$ cat src/rtl/evd_pkg.sv
package evd_pkg;
    localparam int DATA_W = 4;
    localparam int ADDR_W = 2;

    localparam logic [ADDR_W-1:0] ADR_MASK   = 2'd0;
    localparam logic [ADDR_W-1:0] ADR_STATUS = 2'd1;
    localparam logic [ADDR_W-1:0] ADR_CTRL   = 2'd2;
    localparam logic [ADDR_W-1:0] ADR_RESET  = 2'd3;

    // mask bit positions
    localparam int MB_DRIVE = 0;
    localparam int MB_EVD   = 1;
    localparam int MB_LOCAL = 2;
    localparam int MB_MSG   = 3;

    // status bit positions
    localparam int SB_EVD = 0;
    localparam int SB_MSG = 1;

    typedef enum logic {EV_ARMED, EV_FIRED} ev_state_t;
    typedef enum logic {RP_IDLE, RP_ACTIVE} rp_state_t;
endpackage

$ cat src/rtl/evd_regs.sv
module evd_regs
    import evd_pkg::*;
(
    input  logic              clk,
    input  logic              rst_n,
    input  logic              reg_wr,
    input  logic [ADDR_W-1:0] reg_addr,
    input  logic [DATA_W-1:0] reg_wdata,
    input  logic              set_evd,
    input  logic              set_msg,
    output logic [DATA_W-1:0] reg_rdata,
    output logic [DATA_W-1:0] mask_q,
    output logic [1:0]        cause_q,
    output logic              go_wr,
    output logic              rst_wr
);
    logic wr_mask, wr_stat;
    logic [1:0] cause_d;

    assign wr_mask = reg_wr && (reg_addr == ADR_MASK);
    assign wr_stat = reg_wr && (reg_addr == ADR_STATUS);
    assign go_wr   = reg_wr && (reg_addr == ADR_CTRL)  && reg_wdata[0];
    assign rst_wr  = reg_wr && (reg_addr == ADR_RESET) && reg_wdata[0];

    always_comb begin
        cause_d = cause_q;
        if (wr_stat) cause_d = cause_d & ~reg_wdata[1:0];
        if (set_evd) cause_d[SB_EVD] = 1'b1;   // a new event wins over a clear
        if (set_msg) cause_d[SB_MSG] = 1'b1;
    end

    always_ff @(posedge clk) begin
        if (!rst_n) begin
            mask_q  <= '0;
            cause_q <= '0;
        end else begin
            if (wr_mask) mask_q <= reg_wdata;
            cause_q <= cause_d;
        end
    end

    always_comb begin
        unique case (reg_addr)
            ADR_MASK:   reg_rdata = mask_q;
            ADR_STATUS: reg_rdata = {{(DATA_W-2){1'b0}}, cause_q};
            default:    reg_rdata = '0;
        endcase
    end

    AST_EVD_LATCH: assert property (@(posedge clk) disable iff (!rst_n)
        set_evd |=> cause_q[SB_EVD]) else $error("evd cause not latched");
    AST_W1C: assert property (@(posedge clk) disable iff (!rst_n)
        (wr_stat && reg_wdata[SB_MSG] && !set_msg) |=> !cause_q[SB_MSG]) else $error("w1c failed");
endmodule

$ cat src/rtl/evd_cond_fsm.sv
module evd_cond_fsm
    import evd_pkg::*;
(
    input  logic clk,
    input  logic rst_n,
    input  logic cond,
    input  logic evd_en,
    output logic set_evd
);
    ev_state_t state_q, state_d;

    always_ff @(posedge clk) begin
        if (!rst_n) state_q <= EV_ARMED;
        else        state_q <= state_d;
    end

    always_comb begin
        state_d = state_q;
        set_evd = 1'b0;
        unique case (state_q)
            EV_ARMED: if (cond) begin
                state_d = EV_FIRED;
                set_evd = evd_en;
            end
            EV_FIRED: if (!cond) state_d = EV_ARMED;
            default:  state_d = EV_ARMED;
        endcase
    end

    AST_NO_REFIRE: assert property (@(posedge clk) disable iff (!rst_n)
        set_evd |=> !set_evd) else $error("second set while held");
    AST_REARM: assert property (@(posedge clk) disable iff (!rst_n)
        (state_q == EV_FIRED && cond) |=> !set_evd) else $error("fired while held");
endmodule

$ cat src/rtl/evd_pulse_gen.sv
module evd_pulse_gen
    import evd_pkg::*;
#(
    parameter int PULSE_LEN = 16
) (
    input  logic clk,
    input  logic rst_n,
    input  logic trig,
    output logic pulse
);
    localparam int CW = $clog2(PULSE_LEN + 1);
    localparam logic [CW-1:0] LAST = CW'(PULSE_LEN - 1);

    rp_state_t state_q, state_d;
    logic [CW-1:0] cnt_q;

    always_comb begin
        state_d = state_q;
        unique case (state_q)
            RP_IDLE:   if (trig) state_d = RP_ACTIVE;
            RP_ACTIVE: if (cnt_q == LAST) state_d = RP_IDLE;
            default:   state_d = RP_IDLE;
        endcase
    end

    always_ff @(posedge clk) begin
        if (!rst_n) begin
            state_q <= RP_IDLE;
            cnt_q   <= '0;
        end else begin
            state_q <= state_d;
            if (state_q == RP_ACTIVE) cnt_q <= cnt_q + 1'b1;
            else                      cnt_q <= '0;
        end
    end

    assign pulse = (state_q == RP_ACTIVE);

    AST_PULSE_LEN: assert property (@(posedge clk) disable iff (!rst_n)
        $fell(pulse) |-> ($past(cnt_q) == LAST)) else $error("bad pulse length");
endmodule

$ cat src/rtl/evd_irq_ctrl.sv
module evd_irq_ctrl
    import evd_pkg::*;
#(
    parameter int RST_PULSE_LEN = 16
) (
    input  logic              clk,
    input  logic              rst_n,
    input  logic              reg_wr,
    input  logic [1:0]        reg_addr,
    input  logic [3:0]        reg_wdata,
    output logic [3:0]        reg_rdata,
    input  logic              start_load_i,
    input  logic              eoe_level_i,
    input  logic              local_empty_i,
    input  logic              shared_empty_i,
    input  logic              ext_msg_i,
    output logic              shared_pull_low_o,
    output logic              go_o,
    output logic              irq_o,
    output logic              reset_req_o
);
    logic [DATA_W-1:0] mask_q;
    logic [1:0]        cause_q;
    logic go_wr, rst_wr, set_evd, set_msg, cond, empty_sel;
    logic start_q, msg_q;

    evd_regs u_regs (
        .clk(clk), .rst_n(rst_n), .reg_wr(reg_wr), .reg_addr(reg_addr),
        .reg_wdata(reg_wdata), .set_evd(set_evd), .set_msg(set_msg),
        .reg_rdata(reg_rdata), .mask_q(mask_q), .cause_q(cause_q),
        .go_wr(go_wr), .rst_wr(rst_wr)
    );

    assign empty_sel = mask_q[MB_LOCAL] ? local_empty_i : shared_empty_i;
    assign cond      = eoe_level_i && empty_sel;

    evd_cond_fsm u_fsm (
        .clk(clk), .rst_n(rst_n), .cond(cond),
        .evd_en(mask_q[MB_EVD]), .set_evd(set_evd)
    );

    evd_pulse_gen #(.PULSE_LEN(RST_PULSE_LEN)) u_rst (
        .clk(clk), .rst_n(rst_n), .trig(rst_wr), .pulse(reset_req_o)
    );

    assign set_msg = ext_msg_i && !msg_q && mask_q[MB_MSG];

    always_ff @(posedge clk) begin
        if (!rst_n) begin
            start_q <= 1'b0;
            msg_q   <= 1'b0;
            go_o    <= 1'b0;
        end else begin
            start_q <= start_load_i;
            msg_q   <= ext_msg_i;
            go_o    <= go_wr || (start_load_i && !start_q);
        end
    end

    // open-collector share: pull low only while enabled and still holding data
    assign shared_pull_low_o = mask_q[MB_DRIVE] && !local_empty_i;

    assign irq_o = (cause_q[SB_EVD] && mask_q[MB_EVD]) ||
                   (cause_q[SB_MSG] && mask_q[MB_MSG]);

    AST_PULL_GATED: assert property (@(posedge clk) disable iff (!rst_n)
        shared_pull_low_o |-> (!local_empty_i && mask_q[MB_DRIVE])) else $error("pull while empty");
    AST_START_GO: assert property (@(posedge clk) disable iff (!rst_n)
        (start_load_i && !start_q) |=> go_o) else $error("no go on start edge");
    AST_GO_SINGLE: assert property (@(posedge clk) disable iff (!rst_n)
        (go_o && !$past(go_wr) && start_load_i) |=> !go_o) else $error("go repeated");
    AST_MSG_SET: assert property (@(posedge clk) disable iff (!rst_n)
        set_msg |=> (cause_q[SB_MSG] && irq_o)) else $error("msg not raised");
endmodule

$ cat config.mk
export PLATFORM = sky130hd
export DESIGN_NAME = evd_irq_ctrl
export DESIGN_NICKNAME = d
export VERILOG_FILES = /design/src/rtl/evd_pkg.sv /design/src/rtl/evd_regs.sv /design/src/rtl/evd_cond_fsm.sv /design/src/rtl/evd_pulse_gen.sv /design/src/rtl/evd_irq_ctrl.sv
export SDC_FILE = /design/constraint.sdc
export NUM_CORES = 1
export LEC_CHECK = 0
export ABC_CLOCK_PERIOD_IN_PS = 1000
export BUFFER_PORTS_ARGS = -buffer_cell sky130_fd_sc_hd__buf_2
export CAP_MARGIN = 0
export CORE_MARGIN = 3
export CORE_UTILIZATION = 35
export DETAILED_ROUTE_END_ITERATION = 16
export PLACE_DENSITY_LB_ADDON = 0.25
export RECOVER_POWER = 50
export SETUP_SLACK_MARGIN = 0.5
export SLEW_MARGIN = 20
export SYNTH_ARGS = -nofsm -noshare
export SYNTH_HDL_FRONTEND = slang
export SYNTH_SLANG_ARGS = --single-unit
$ cat constraint.sdc
create_clock -name clk -period 1 [get_ports clk]
set_input_delay 0.05 -clock clk [delete_from_list [all_inputs] [get_ports clk]]
set_output_delay 0.05 -clock clk [all_outputs]
set_load 0.005 [all_outputs]
==> implementation parameters <==
Parameter                              Value

Outcome
  Run status ... finished with violations
  Violations in the final reports ... negative hold slack, negative setup slack

Final layout
  Share of post-route cells with drive strength above 1 ... approximately 53%
  Filler Cells Inserted ... ~180
  Cell area after layout ... 999.7 um^2
  Growth of design area from synthesis to finish ... 41.42%
  Number of diodes ... 0
  Nets ... 117
  Final standard cell count with taps included and fillers excluded ... roughly 130

STA
  Fin crit period ... about 1.1 ns
  Setup repair after global routing missed its margin ... yes
  Final setup slack of the worst path ... -0.06749 ns
  Final count of negative-setup-slack endpoints ... 3
  Achievable frequency ... 936.8 MHz
  Hold_ws ... -0.03511 ns
  Max transition margin ... 78.55%
  Clock skew after layout ... 0.001824 ns
  Final hold viol count ... 4
  Final period util ... 106.7%
  Tightest Pin Transition ... about 0.32 ns
  Final count of pins violating max slew ... 0

Synthesis
  Most common library cells after synthesis ... sky130_fd_sc_hd__dfxtp_1, sky130_fd_sc_hd__nand2_1, sky130_fd_sc_hd__mux2i_1, sky130_fd_sc_hd__nor2_1
  Post-synthesis cell type count ... 25
  Post-synth EDFFs ... 0
  Mean post-synth cell area ... 9.684 um^2
  Asr flop ratio synth ... 0%
  Post-synth net total ... ~90
  Post-synth top area share ... between 40 and 50%
  Total of flip-flops plus latches after synthesis ... 16
  Library cell with the highest instance count after synthesis ... sky130_fd_sc_hd__dfxtp_1
  Post-synthesis cell count ... 73
  Dominant synthesized flop cell ... sky130_fd_sc_hd__dfxtp_1
  Register area share after synthesis ... 45.31%
  Post-synth design cell area ... 706.9 um^2
  Biggest area contributors in the synthesized netlist ... sky130_fd_sc_hd__dfxtp_1, sky130_fd_sc_hd__mux2i_1, sky130_fd_sc_hd__nand2_1
  Cell type with the largest total area after synthesis ... sky130_fd_sc_hd__dfxtp_1
  Warning count from the yosys run ... 0

Detailed routing
  Total number of vias ... 586
  Number of iterations in the first detailed-routing pass ... 4
  Post-detailed-routing wire length ... roughly 1500 um
  Number of vias per cell after detailed routing ... between 4 and 5
  WL per Instance ... 11.90 um
  DRC violation total after the first TritonRoute iteration ... 7
  DRC violation count after routing ... 0
  Antenna Nets Post-Route ... 0

Power
  Maximum resistive drop on vdd ... roughly 640 uV
  Static leakage power ... approximately 0.43 nW
  P per Cell Area ... around 1200 nW/um^2

Hold path
  Class of the tightest hold or removal check ... in2reg
  Min-Delay Startpoint ... start_load_i

Floorplanning
  Standard-cell row count ... 15
  Top-level port count ... 22
  Core area ... approximately 1800 um^2
  Die area ... 2595 um^2
  Floorplan die height ... between 50 and 60 um
  Die boundary width ... between 50 and 60 um
  Initial core utilization ... 38.83%

Clock tree
  TritonCTS clock tree ... done
  Clock-pin transition on the worst setup and hold timing paths ... 0.09 ns
  CTS Buf Count ... 3
  Root buffer cell ... sky130_fd_sc_hd__clkbuf_4
  Clock insertion delay at the later pin of the skew report ... around 0.28 ns
  Sinks on the clock net ... 16
  Clk buf depth ... 2
  CTS HTree Levels ... 1

Place
  Port-buffer cells ... 21
  Pre-CTS setup slack ... -0.06229 ns
  Placed Instances ... 117
  Global placement routability congestion ... 0.6608
  DP HPWL ... 1083 um
  Cell Area, Placed ... around 880 um^2

Critical path
  First element of the critical path ... u_rst.cnt_q[0]
  Type of origin of the critical path ... flop
  Endpoint type of the worst setup path ... flop
  Critical setup path kind ... reg2reg
  Required @ worst endpoint ... 1.22 ns
  Minimum setup slack among reg-to-reg paths ... -0.07 ns
  Cells on worst reg2reg path ... 5
  Critical Path Sink ... u_rst.pulse
  Largest fanout of any net on the critical path ... 2
  Crit-path most repeated cell ... sky130_fd_sc_hd__ha_4
  Startpoint of the most critical register-to-register path ... u_rst.cnt_q[0]
  CP peak stage delay ... between 0.3 and 0.4 ns
  Crit path cell chain ... ha_4 -> and3_4 -> ha_4 -> nand3b_1 -> o21ai_1
  Slowest stage cell, crit path ... sky130_fd_sc_hd__dfxtp_2
  Reg-to-Reg End ... u_rst.pulse
  WP data arrival ... roughly 1.3 ns

Global routing
  Maximum number of pins on one net before global-route repair ... 21
  GRT Residual Overflow ... 0
  Total routing usage reported by global routing ... between 10% and 20%
  Number of global-route vias before repair ... ~600
  Number of antenna violations at the first check in global routing ... 0
  First-pass GRT wire length ... between 2000 and 3000 um

Flow run
  Maxcap violations ... 0
-- how the worst min path moves through the flow --
stage	endpoint	slack (ns)	cells after the start
floorplan	shared_pull_low_o	0.13	1
global placement	start_q	0.25	3
detailed placement	start_q	0.26	3
CTS	start_q	-0.04	3
global route	start_q	-0.05	3
finish	start_q	-0.04	3
-- area by class of cell --
cell class	instances	area [um^2]	area share, %
clock buffers	4	36.28	3.630
inverters	2	7.507	0.7509
multi-input cells	51	422.9	42.30
flip-flops and latches	16	334.1	33.42
well taps	25	31.28	3.129
repair buffers	27	167.7	16.77
-- what timing repair did --
action,in CTS,in global routing
pin swaps,6,3
endpoints found under the hold margin,5,5
setup buffers,3,1
resized for setup,6,7
setup endpoints to repair,21,22
-- registers in the layout (all words and copies together) (netlist names) --
name            count
go_o                1
msg_q               1
start_q             1
u_fsm.state_q       1
u_regs.cause_q      2
u_regs.mask_q       4
u_rst.cnt_q         5
u_rst.pulse         1
-- critical path: cells and delay by family (launching register included) --
family / cells / cell delay [ns]
simple gates: 2 / 0.31
fa+ha+maj: 2 / 0.29
flops: 1 / 0.34
compound gates: 1 / 0.07
-- metal layers --
| metal | track usage, % | routed length (um) | part of all wire, % |
|---|---|---|---|
| met1 | 16.04 | 624 | 42 |
| met2 | 21.03 | 770 | 52 |
| met3 | 2.915 | 76 | 5.1 |
| met4 | 6.726 | 15 | 1.0 |
| met5 | 0 | 0 | 0 |
-- through the flow --
| stage | hold slack, ns | utilization, % | power [mW] | setup TNS, ns |
|---|---|---|---|---|
| 2_1_floorplan | 0.1302 | - | 0.7533 | -0.04605 |
| 3_3_place_gp | 0.2520 | 48.38 | 0.7874 | -0.05354 |
| 3_5_place_dp | 0.2617 | 48.38 | 0.7904 | -0.09129 |
| 4_1_cts | -0.04320 | 53.33 | 1.230 | -0.1420 |
| 5_1_grt | -0.04893 | 54.91 | 1.288 | -0.4549 |
| 6_report | -0.03511 | 54.91 | 1.215 | -0.1096 |
-- power breakdown --
part	internal, mW	switching [mW]	leakage, nW	total, mW
Sequential	0.657	0.0122	0.135	0.669
Combinational	0.0642	0.0616	0.272	0.126
Clock	0.222	0.198	0.0210	0.420
Total	0.943	0.272	0.428	1.21
-- kinds of logic (layout without fill, tap and decap cells) --
| family | Yosys count | count (layout) | share of synthesized area [%] |
|---|---|---|---|
| AO/OA/AOI/OAI | 5 | 5 | 5.132 |
| adder cells (fa/ha/maj) | 2 | 2 | 3.539 |
| flip-flops | 16 | 16 | 45.31 |
| buffers and inverters | 6 | 33 | 5.133 |
| XOR/XNOR | 1 | 1 | 1.239 |
| multiplexers | 8 | 8 | 11.33 |
| AND/OR/NAND/NOR | 35 | 35 | 28.32 |
-- placed cells by master (no fill, tap or decap) --
| master | synthesis | layout |
|---|---|---|
| sky130_fd_sc_hd__buf_2 | 2 | 20 |
| sky130_fd_sc_hd__nand2_1 | 12 | 12 |
| sky130_fd_sc_hd__dfxtp_2 | 0 | 11 |
| sky130_fd_sc_hd__mux2i_1 | 8 | 7 |
| sky130_fd_sc_hd__nor2_1 | 6 | 6 |
| sky130_fd_sc_hd__dfxtp_1 | 16 | 5 |
| sky130_fd_sc_hd__clkbuf_4 | 0 | 4 |
| sky130_fd_sc_hd__buf_6 | 1 | 4 |
| sky130_fd_sc_hd__nor3b_2 | 0 | 2 |
| sky130_fd_sc_hd__and3_4 | 0 | 2 |
| sky130_fd_sc_hd__inv_1 | 2 | 2 |
| sky130_fd_sc_hd__nand4b_1 | 2 | 2 |
| sky130_fd_sc_hd__o22ai_1 | 2 | 2 |
| sky130_fd_sc_hd__nand3b_1 | 2 | 2 |
| sky130_fd_sc_hd__nand3_1 | 2 | 2 |
| sky130_fd_sc_hd__ha_4 | 0 | 2 |
| sky130_fd_sc_hd__buf_4 | 1 | 2 |
| sky130_fd_sc_hd__a22o_1 | 1 | 1 |
| sky130_fd_sc_hd__nor2b_1 | 2 | 1 |
| sky130_fd_sc_hd__and4b_2 | 1 | 1 |
| sky130_fd_sc_hd__mux2i_4 | 0 | 1 |
| sky130_fd_sc_hd__nor3b_4 | 1 | 1 |
| sky130_fd_sc_hd__nand4_1 | 1 | 1 |
| sky130_fd_sc_hd__or2b_1 | 1 | 1 |
| sky130_fd_sc_hd__o21ai_1 | 0 | 1 |
| sky130_fd_sc_hd__xnor2_2 | 0 | 1 |
| sky130_fd_sc_hd__and2_1 | 1 | 1 |
| sky130_fd_sc_hd__nor2b_4 | 0 | 1 |
| sky130_fd_sc_hd__a32o_1 | 1 | 1 |
| sky130_fd_sc_hd__clkbuf_8 | 0 | 1 |
(Power assumes the default switching activity.)
